File: src/rtl/afe_seq_pkg.sv
package afe_seq_pkg;

  typedef enum logic [2:0] {
    ST_IDLE, ST_HOLD, ST_SETTLE, ST_ISSUE, ST_WAIT, ST_CHARGE, ST_CALWAIT, ST_DONE
  } seq_state_e;

  typedef enum logic [2:0] {
    PH_TG, PH_DLL, PH_SR0, PH_SR1, PH_EXTRA
  } wr_phase_e;

  // charge wait in input clocks; split division keeps 32-bit range
  function automatic int unsigned charge_cycles(int unsigned clk_hz, int unsigned us);
    int unsigned c;
    c = (clk_hz / 1000) * us / 1000;
    return (c == 0) ? 1 : c;
  endfunction

  // calibration wait in input clocks for the selected divider
  function automatic int unsigned cal_cycles(int unsigned periods, logic div3);
    return div3 ? periods * 3 : periods * 2;
  endfunction

  function automatic int unsigned max2(int unsigned a, int unsigned b);
    return (a > b) ? a : b;
  endfunction

endpackage

File: src/rtl/afe_wait_timer.sv
module afe_wait_timer #(
  parameter int W = 8
) (
  input  logic         clk,
  input  logic         rst,
  input  logic         load,
  input  logic [W-1:0] len,
  output logic         fire,
  output logic         busy
);
  logic [W-1:0] rem;

  // fire is high in the cycle before the edge that ends the wait:
  // the owner acts exactly len edges after the load edge
  assign fire = busy && (rem == W'(1));

  always_ff @(posedge clk) begin
    if (rst) begin
      busy <= 1'b0;
      rem  <= '0;
    end else if (load) begin
      busy <= 1'b1;
      rem  <= len;
    end else if (fire) begin
      busy <= 1'b0;
    end else if (busy) begin
      rem <= rem - W'(1);
    end
  end

  AST_LOAD_NONZERO: assert property (@(posedge clk) disable iff (rst)
    load |-> (len != '0));
endmodule

File: src/rtl/afe_addr_gen.sv
module afe_addr_gen
  import afe_seq_pkg::*;
#(
  parameter int unsigned AW        = 8,
  parameter int unsigned TG_LAST   = 8'hEF,
  parameter int unsigned DLL_BASE  = 8'hF4,
  parameter int unsigned DLL_CNT   = 4,
  parameter int unsigned SRST_ADDR = 8'hF2,
  parameter int unsigned EXTRA_CNT = 4,
  parameter logic [AW*EXTRA_CNT-1:0] EXTRA_ADDRS = '0
) (
  input  wr_phase_e     phase,
  input  logic [AW-1:0] idx,
  output logic [AW-1:0] addr,
  output logic          last
);
  localparam int XW = (EXTRA_CNT > 1) ? $clog2(EXTRA_CNT) : 1;

  logic [AW-1:0] tbl [EXTRA_CNT];

  for (genvar i = 0; i < EXTRA_CNT; i++) begin : g_tbl
    assign tbl[i] = EXTRA_ADDRS[AW*i +: AW];
  end

  always_comb begin
    addr = '0;
    last = 1'b1;
    case (phase)
      PH_TG: begin
        addr = idx;
        last = (idx == AW'(TG_LAST));
      end
      PH_DLL: begin
        addr = AW'(DLL_BASE) + idx;
        last = (idx == AW'(DLL_CNT - 1));
      end
      PH_SR0, PH_SR1: begin
        addr = AW'(SRST_ADDR);
        last = 1'b1;
      end
      PH_EXTRA: begin
        addr = tbl[idx[XW-1:0]];
        last = (idx == AW'(EXTRA_CNT - 1));
      end
      default: ;
    endcase
  end
endmodule

File: src/rtl/afe_bringup_seq.sv
module afe_bringup_seq
  import afe_seq_pkg::*;
#(
  parameter int unsigned CLK_HZ      = 200_000_000,
  parameter int unsigned CHARGE_US   = 2000,
  parameter int unsigned CAL_PERIODS = 40000,
  parameter int unsigned RST_CYC     = 3,
  parameter int unsigned SETTLE_CYC  = 6,
  parameter int unsigned AW          = 8,
  parameter int unsigned DW          = 8,
  parameter int unsigned TG_LAST     = 8'hEF,
  parameter int unsigned DLL_BASE    = 8'hF4,
  parameter int unsigned DLL_CNT     = 4,
  parameter int unsigned SRST_ADDR   = 8'hF2,
  parameter int unsigned SRST_BIT    = 0,
  parameter int unsigned EXTRA_CNT   = 4,
  parameter logic [AW*EXTRA_CNT-1:0] EXTRA_ADDRS = {8'hF8, 8'hF3, 8'hF1, 8'hF0}
) (
  input  logic          clk,
  input  logic          rst,
  input  logic          start,
  input  logic          div3_mode,
  output logic          afe_rst_n,
  output logic          wr_valid,
  output logic [AW-1:0] wr_addr,
  output logic [DW-1:0] wr_data,
  input  logic          wr_ready,
  output logic [AW-1:0] lut_addr,
  input  logic [DW-1:0] lut_data,
  output logic          done
);
  localparam int unsigned CHG  = charge_cycles(CLK_HZ, CHARGE_US);
  localparam int unsigned MAXW = max2(max2(CHG, cal_cycles(CAL_PERIODS, 1'b1)),
                                      max2(RST_CYC, SETTLE_CYC));
  localparam int CW = $clog2(MAXW + 1);

  seq_state_e    state;
  wr_phase_e     phase;
  logic [AW-1:0] idx;
  logic [AW-1:0] cur_addr;
  logic          cur_last;
  logic [DW-1:0] patched;
  logic          cal_ok;

  // named events shared by the FSM and the assertions
  logic ev_start, ev_accept, ev_phase_end;
  logic tm_load, tm_fire, tm_busy;
  logic [CW-1:0] tm_len;
  logic cal_load, cal_fire, cal_busy;
  logic [CW-1:0] cal_len;

  assign ev_start     = start && (state == ST_IDLE || state == ST_DONE);
  assign ev_accept    = wr_valid && wr_ready;
  assign ev_phase_end = ev_accept && cur_last;

  afe_addr_gen #(
    .AW(AW), .TG_LAST(TG_LAST), .DLL_BASE(DLL_BASE), .DLL_CNT(DLL_CNT),
    .SRST_ADDR(SRST_ADDR), .EXTRA_CNT(EXTRA_CNT), .EXTRA_ADDRS(EXTRA_ADDRS)
  ) i_addr (
    .phase(phase), .idx(idx), .addr(cur_addr), .last(cur_last)
  );

  assign wr_addr  = cur_addr;
  assign lut_addr = cur_addr;

  always_comb begin
    patched = lut_data;
    if (phase == PH_SR0) patched[SRST_BIT] = 1'b0;
    if (phase == PH_SR1) patched[SRST_BIT] = 1'b1;
  end

  // main timer: reset pulse, settle gap, charge wait
  always_comb begin
    tm_load = 1'b0;
    tm_len  = CW'(RST_CYC);
    if (ev_start) begin
      tm_load = 1'b1;
    end else if (state == ST_HOLD && tm_fire) begin
      tm_load = 1'b1;
      tm_len  = CW'(SETTLE_CYC);
    end else if (state == ST_WAIT && ev_phase_end && phase == PH_SR0) begin
      tm_load = 1'b1;
      tm_len  = CW'(CHG);
    end
  end

  afe_wait_timer #(.W(CW)) i_tm (
    .clk(clk), .rst(rst), .load(tm_load), .len(tm_len), .fire(tm_fire), .busy(tm_busy)
  );

  // calibration timer starts when the reset-release write completes
  assign cal_load = ev_accept && (phase == PH_SR1);
  assign cal_len  = CW'(cal_cycles(CAL_PERIODS, div3_mode));

  afe_wait_timer #(.W(CW)) i_cal (
    .clk(clk), .rst(rst), .load(cal_load), .len(cal_len), .fire(cal_fire), .busy(cal_busy)
  );

  always_ff @(posedge clk) begin
    if (rst) begin
      state     <= ST_IDLE;
      phase     <= PH_TG;
      idx       <= '0;
      wr_valid  <= 1'b0;
      wr_data   <= '0;
      afe_rst_n <= 1'b0;
      done      <= 1'b0;
      cal_ok    <= 1'b0;
    end else begin
      if (cal_fire) cal_ok <= 1'b1;
      case (state)
        ST_IDLE, ST_DONE: if (ev_start) begin
          state     <= ST_HOLD;
          afe_rst_n <= 1'b0;
          done      <= 1'b0;
          cal_ok    <= 1'b0;
          phase     <= PH_TG;
          idx       <= '0;
        end
        ST_HOLD: if (tm_fire) begin
          afe_rst_n <= 1'b1;
          state     <= ST_SETTLE;
        end
        ST_SETTLE: if (tm_fire) state <= ST_ISSUE;
        ST_ISSUE: begin
          wr_data  <= patched;
          wr_valid <= 1'b1;
          state    <= ST_WAIT;
        end
        ST_WAIT: if (wr_ready) begin
          wr_valid <= 1'b0;
          if (!cur_last) begin
            idx   <= idx + AW'(1);
            state <= ST_ISSUE;
          end else begin
            idx <= '0;
            case (phase)
              PH_TG:   begin phase <= PH_DLL;   state <= ST_ISSUE;   end
              PH_DLL:  begin phase <= PH_SR0;   state <= ST_ISSUE;   end
              PH_SR0:  begin phase <= PH_SR1;   state <= ST_CHARGE;  end
              PH_SR1:  begin phase <= PH_EXTRA; state <= ST_ISSUE;   end
              default: state <= ST_CALWAIT;
            endcase
          end
        end
        ST_CHARGE: if (tm_fire) state <= ST_ISSUE;
        ST_CALWAIT: if (cal_ok) begin
          done  <= 1'b1;
          state <= ST_DONE;
        end
        default: state <= ST_IDLE;
      endcase
    end
  end

  // low-time counter used only by the assertions
  logic [7:0] low_run;
  always_ff @(posedge clk) begin
    if (rst || afe_rst_n) low_run <= '0;
    else if (low_run != 8'hFF) low_run <= low_run + 8'd1;
  end

  AST_RST_WIDTH: assert property (@(posedge clk) disable iff (rst)
    $rose(afe_rst_n) |-> (low_run >= 8'(RST_CYC)));
  AST_HOLD_TIMES: assert property (@(posedge clk) disable iff (rst)
    (state == ST_HOLD) |-> tm_busy);
  AST_NO_WRITE_IN_RESET: assert property (@(posedge clk) disable iff (rst)
    wr_valid |-> afe_rst_n);
  AST_HOLD_STABLE: assert property (@(posedge clk) disable iff (rst)
    (wr_valid && !wr_ready) |=> (wr_valid && $stable(wr_addr) && $stable(wr_data)));
  AST_CAL_RUNNING: assert property (@(posedge clk) disable iff (rst)
    (state == ST_CALWAIT && !cal_ok) |-> cal_busy);
  AST_DONE_AFTER_CAL: assert property (@(posedge clk) disable iff (rst)
    $rose(done) |-> cal_ok);
  AST_DONE_QUIET: assert property (@(posedge clk) disable iff (rst)
    done |-> !wr_valid);
  AST_DONE_STICKY: assert property (@(posedge clk) disable iff (rst)
    (done && !start) |=> done);
endmodule

File: config.mk
export PLATFORM = sky130hd
export DESIGN_NAME = afe_bringup_seq
export DESIGN_NICKNAME = d
export VERILOG_FILES = /design/src/rtl/afe_seq_pkg.sv /design/src/rtl/afe_wait_timer.sv /design/src/rtl/afe_addr_gen.sv /design/src/rtl/afe_bringup_seq.sv
export SDC_FILE = /design/constraint.sdc
export NUM_CORES = 1
export LEC_CHECK = 0
export BUFFER_PORTS_ARGS = -buffer_cell sky130_fd_sc_hd__buf_2
export CAP_MARGIN = 10
export CORE_ASPECT_RATIO = 1.1
export CORE_MARGIN = 2
export CORE_UTILIZATION = 55
export CTS_BUF_LIST = sky130_fd_sc_hd__clkbuf_2 sky130_fd_sc_hd__clkbuf_4 sky130_fd_sc_hd__clkbuf_8
export CTS_CLUSTER_DIAMETER = 50
export DETAILED_ROUTE_END_ITERATION = 16
export PLACE_DENSITY_LB_ADDON = 0.25
export SLEW_MARGIN = 20
export SYNTH_ARGS = -nofsm -noshare
export SYNTH_HDL_FRONTEND = slang
export SYNTH_SLANG_ARGS = --single-unit
File: constraint.sdc
create_clock -name clk -period 2.2 [get_ports clk]
set_input_delay 0.55 -clock clk [delete_from_list [all_inputs] [get_ports clk]]
set_output_delay 0.55 -clock clk [all_outputs]
set_load 0.02 [all_outputs]
* Yosys cells after proc, flatten, opt, wreduce, memory -nomap -nowiden *
Cells that the tools add are included.

word-level totals
  output and inout port bits = 27
  flip-flop bits (word level) = 66

cells by class
  eq/ne operators = 24
  bitwise operators = 1
  reductions and logical operators = 33
  multiplexer cells = 51
  add/subtract/negate cells = 4
  order comparisons = 1

operators with widths
  operator               number
  $mux 19                9
  $mux 8                 5
  $eq 19x1->1 const B    2
  $sub 19x1->19 const B  2
  $pmux 8 s4             1
  $mux 3                 9
  $pmux 3 s6             1
  $bmux 8 s2             1
  $mux 1                 16
  $mux 16                1
  $pmux 8 s2             1
  $reduce_bool 2->1      8
  $eq 3x3->1 const B     5
  $eq 3x2->1 const B     4
  $ne 2x2->1 const B     6
  $pmux 3 s2             2
  $pmux 3 s4             1
  $reduce_and 5->1       2
  $logic_and 1x1->1      9
  $reduce_and 3->1       3
  $add 8x1->8 const B    1
  $add 8x8->8 const A    1
  $eq 8x2->1 const B     1
  $eq 8x8->1 const B     1
  11 further kinds       22

* Depth between registers and ports, before layout *
  depth in word-level cells = 11
  gate-level depth with buffers = 9
  gate-level depth less buffers = 7

* By module *
From an unflattened synthesis, not the netlist that was laid out.

unflattened totals
  cells, all modules = 518
  area total of the unflattened synthesis = 4235.3 µm²

by module, submodules not included
  module           cells each  sequential area each (µm²)  times used  area each (µm²)
  afe_wait_timer   146         400.4                       2           1229.9
  afe_bringup_seq  177         520.5                       1           1406.3
  afe_addr_gen     49          0.0                         1           369.1

* Worst setup path after synthesis *
No wires, ideal clock.

  kind = register -> output
  start = register idx[2]
  end = output port wr_addr[6]
  arrival = 1.918 ns
  path slack = -0.268 ns
  required time = 1.650 ns
  cell stages (with the launch flop) = 8
  buffers on the path = 1
  cell sequence = dfxtp_1 -> ha_1 -> nand2b_1 -> nor3_1 -> xor2_1 -> nor2_1 -> o21ai_0 -> buf_4

between the ends
  word-level cells in the longest chain between the ends = 2

ends and longest elaborated chain
  element                   RTL line                text
  start: declaration        afe_bringup_seq.sv:39   logic [AW-1:0] idx;
  start signal: assignment  afe_bringup_seq.sv:133  idx <= idx + AW'(1);
  $add 8x8->8               afe_addr_gen.sv:34      addr = AW'(DLL_BASE) + idx;
  $pmux 8 s4                afe_addr_gen.sv:28      case (phase)
  end: declaration          afe_bringup_seq.sv:25   output logic [AW-1:0] wr_addr,

Every way passes these cells.

* Final worst setup path *
  start = register i_cal.rem[11]
  end = register i_cal.rem[10]

between the ends
  word-level cells in the longest chain between the ends = 4

ends and longest elaborated chain
  element                            RTL line              text
  start: declaration                 afe_wait_timer.sv:11  logic [W-1:0] rem;
  start signal: assignment           afe_wait_timer.sv:23  rem <= len;
  start signal: assignment           afe_wait_timer.sv:27  rem <= rem - W'(1);
  $eq 19x1->1                        afe_wait_timer.sv:15  assign fire = busy && (rem == W'(1));
  $logic_and 1x1->1                  afe_wait_timer.sv:15
  $ne 2x2->1 (no source line)        n/a
  $reduce_and 2->1 (no source line)  n/a

Every way passes these cells.
A chain may end at the register's enable or synchronous reset.

==> reports/qor.yml <==
drive_gt1_frac: 0.350
worstPathArrival_ns: 2.52
async_flop_share: 0
fin_skew_ns: 0.00931
synth.distinct_cells: 62
wl_per_cell_um: 16.9
end_kind: "flop"
dp.final_hpwl_um: 6490
synthCells: 460
p_leak_uw: 0.00198
fin_area_sq_mm: 0.00503
place_congestion: 0.877
maxSlewViolCount: 0
hold_violations: 0
grt_pass1_wl_um: 16200
fp.dieH_um: 91.0
wl_um: 10700
synth_nets: 480
violations: "setup timing"
cts_tree: "yes"
fin_util: 0.758
finalWorstSetupSlack_ns: -0.101
fin_crit_ns: 2.30
outcome: "complete, but fails checks"
die_area_sq_mm: 0.00757
maxCapViolCount: 0
clkTransAtPathRegs_ns: 0.08
dr.pass1.iters: 5
yosysWarnings: 0
die_w_um: 83.1
synth.top_cell.area_share: 0.349
fin_crit_sh: 1.05
antenna_found_initial: 0
ioPinCount: 40
cts_made_buffers: 9
yosys.area.top_type: "dfxtp_1"
insertion_delay_ns: 0.35
start_kind: "flop"
ys_ff_latch: 66
grt_overflow: 0
rows: 31
tns_ns: -0.316
clockBufferDepth: 2
crit_chain: "or4_4 > or4_4 > buf_6 > o2111ai_4 > xor2_1 > a21oi_1"
syn_area_per_cell_sq_um: 8.24
viasPerCell: 6.11
grtUsageTotal: 0.260
vias: 3871
power.density_mw_per_mm2: 1130
synthTopCellsByArea: "dfxtp_1, xor2_1, nor2_1"
cp_top_family: "simple AND/OR/NAND/NOR gates"
path_buf_inv: 1
grt_max_degree: 23
required_ns: 2.42
synthFlopType: "dfxtp_1"
crit_type: "reg2reg"
crit_fanout: 6
area_delta_synth_final_pct: 32.7
cpMostUsedCell: "or4_4"
route.detailed.drc: 0
max_stage_delay_ns: 0.58
worst_path_max_delay_cell: "or4_4"
synth_edf_count: 0
core_area_sq_mm: 0.00663
tightest_slew_ns: 0.527
dpl_cell_area_sq_mm: 0.00432
synth_common_cells: "dfxtp_1, nor2_1, nand2_1"
grt_pass1_vias: 3494
setup_viol_count_final: 10
num_antenna_cells: 0
drtIter0Drc: 242
slew_headroom: 0.643
initial_core_util: 0.571
ys_seq_area_frac: 0.349
final_net_count: 567
place_ws_ns: -0.0493
drtAntennaViolNets: 0
fmax_mhz: 435
rsz0062_at_grt: "yes"
portBuffers: 39
netlist_area_sq_mm: 0.00379
peakVddDrop_uv: 1160
hold_class: "in2reg"
clkSinkCount: 66
cts_root_buf: "clkbuf_8"
htreeDepth: 3
[cells by family (layout without fill, tap and decap cells)]
kind of cell | Yosys count | in the layout | share of synthesized area
AOI/OAI and AO/OA | 107 | 107 | 0.199
xor gates and xnor gates | 41 | 41 | 0.0948
adders and majority gates | 7 | 7 | 0.0231
buffers and inverters | 50 | 142 | 0.0670
DFF | 66 | 66 | 0.349
muxes | 4 | 4 | 0.0106
and+or+nand+nor | 185 | 185 | 0.256
[worst reg2reg max path: stages, from the launching register on]
cell	delay (ns)
dfxtp_2	0.32
or4_4	0.53
or4_4	0.58
buf_6	0.18
o2111ai_4	0.21
xor2_1	0.24
a21oi_1	0.11
[layout by cell type, fill, tap and decap left out, types with 5 or more instances in the layout]
cell type	instances
nand4_1	7
o21ai_1	5
buf_2	31
clkbuf_8	9
a21oi_1	29
xor2_1	31
inv_1	12
dfxtp_2	12
xnor2_1	9
or4_1	5
o2111ai_1	8
buf_4	73
or4_4	8
nand2_1	32
nor3_1	14
buf_6	5
o21ai_0	6
o211ai_1	12
a31oi_1	7
nand2b_1	9
dfxtp_1	50
nor2_1	64
[what timing repair did]
item | CTS | global route
pin swaps | 10 | 27
endpoints found under the setup margin | 23 | 40
cloned | 0 | 1
hold buffers | 0 | 0
gates resized for setup | 32 | 48
buffers inserted | 4 | 14
[flip-flops by register name, summed over array words and instances, names as in the netlist, 3 cells and up]
signal,count
state,3
idx,8
i_tm.rem,19
wr_data,8
i_cal.rem,19
phase,3
[area by class of cell]
| class | count | area, sq um |
|---|---|---|
| Tap cell | 82 | 103 |
| Multi-Input combinational cell | 344 | 2440 |
| Fill cell | 459 | 1600 |
| Inverter | 13 | 48.8 |
| Clock inverter | 7 | 118 |
| Sequential cell | 66 | 1350 |
| Clock buffer | 9 | 124 |
| Timing Repair Buffer | 113 | 845 |
[layer usage]
metal,up-vias,global-route usage,part of all wire
met5,-,0,0
met4,0,0.102,0.029
met3,35,0.0518,0.061
met2,157,0.452,0.51
met1,1855,0.315,0.40
li1,1824,-,-
[where the power goes]
| group | internal (uW) | total [uW] | switching [uW] |
|---|---|---|---|
| registers | 1350 | 1470 | 124 |
| logic | 1370 | 2940 | 1570 |
| clock network | 750 | 1250 | 497 |
[metrics by stage]
step	instances	total power [uW]	hold WS, ns
floorplan	460	3010	0.432
CTS	619	5290	0.423
detailed placement	599	3820	0.441
finish	634	5660	0.429
global placement	599	3770	0.438
global route	634	5950	0.426
[final timing paths]
check                                                start                    endpoint  slack [ns]  cells past startpoint
worst max-delay path            i_cal.rem[11]$_SDFFE_PP0P_  i_cal.rem[10]$_SDFFE_PP0P_       -0.10                      6
worst min-delay path                           lut_data[7]     wr_data[7]$_SDFFE_PP0P_        0.43                      3
worst max register to register  i_cal.rem[11]$_SDFFE_PP0P_  i_cal.rem[10]$_SDFFE_PP0P_       -0.10                      6
worst min register to register      afe_rst_n$_SDFFE_PP0P_      afe_rst_n$_SDFFE_PP0P_        0.45                      2
Note: power is estimated with default switching activity, not from simulation.
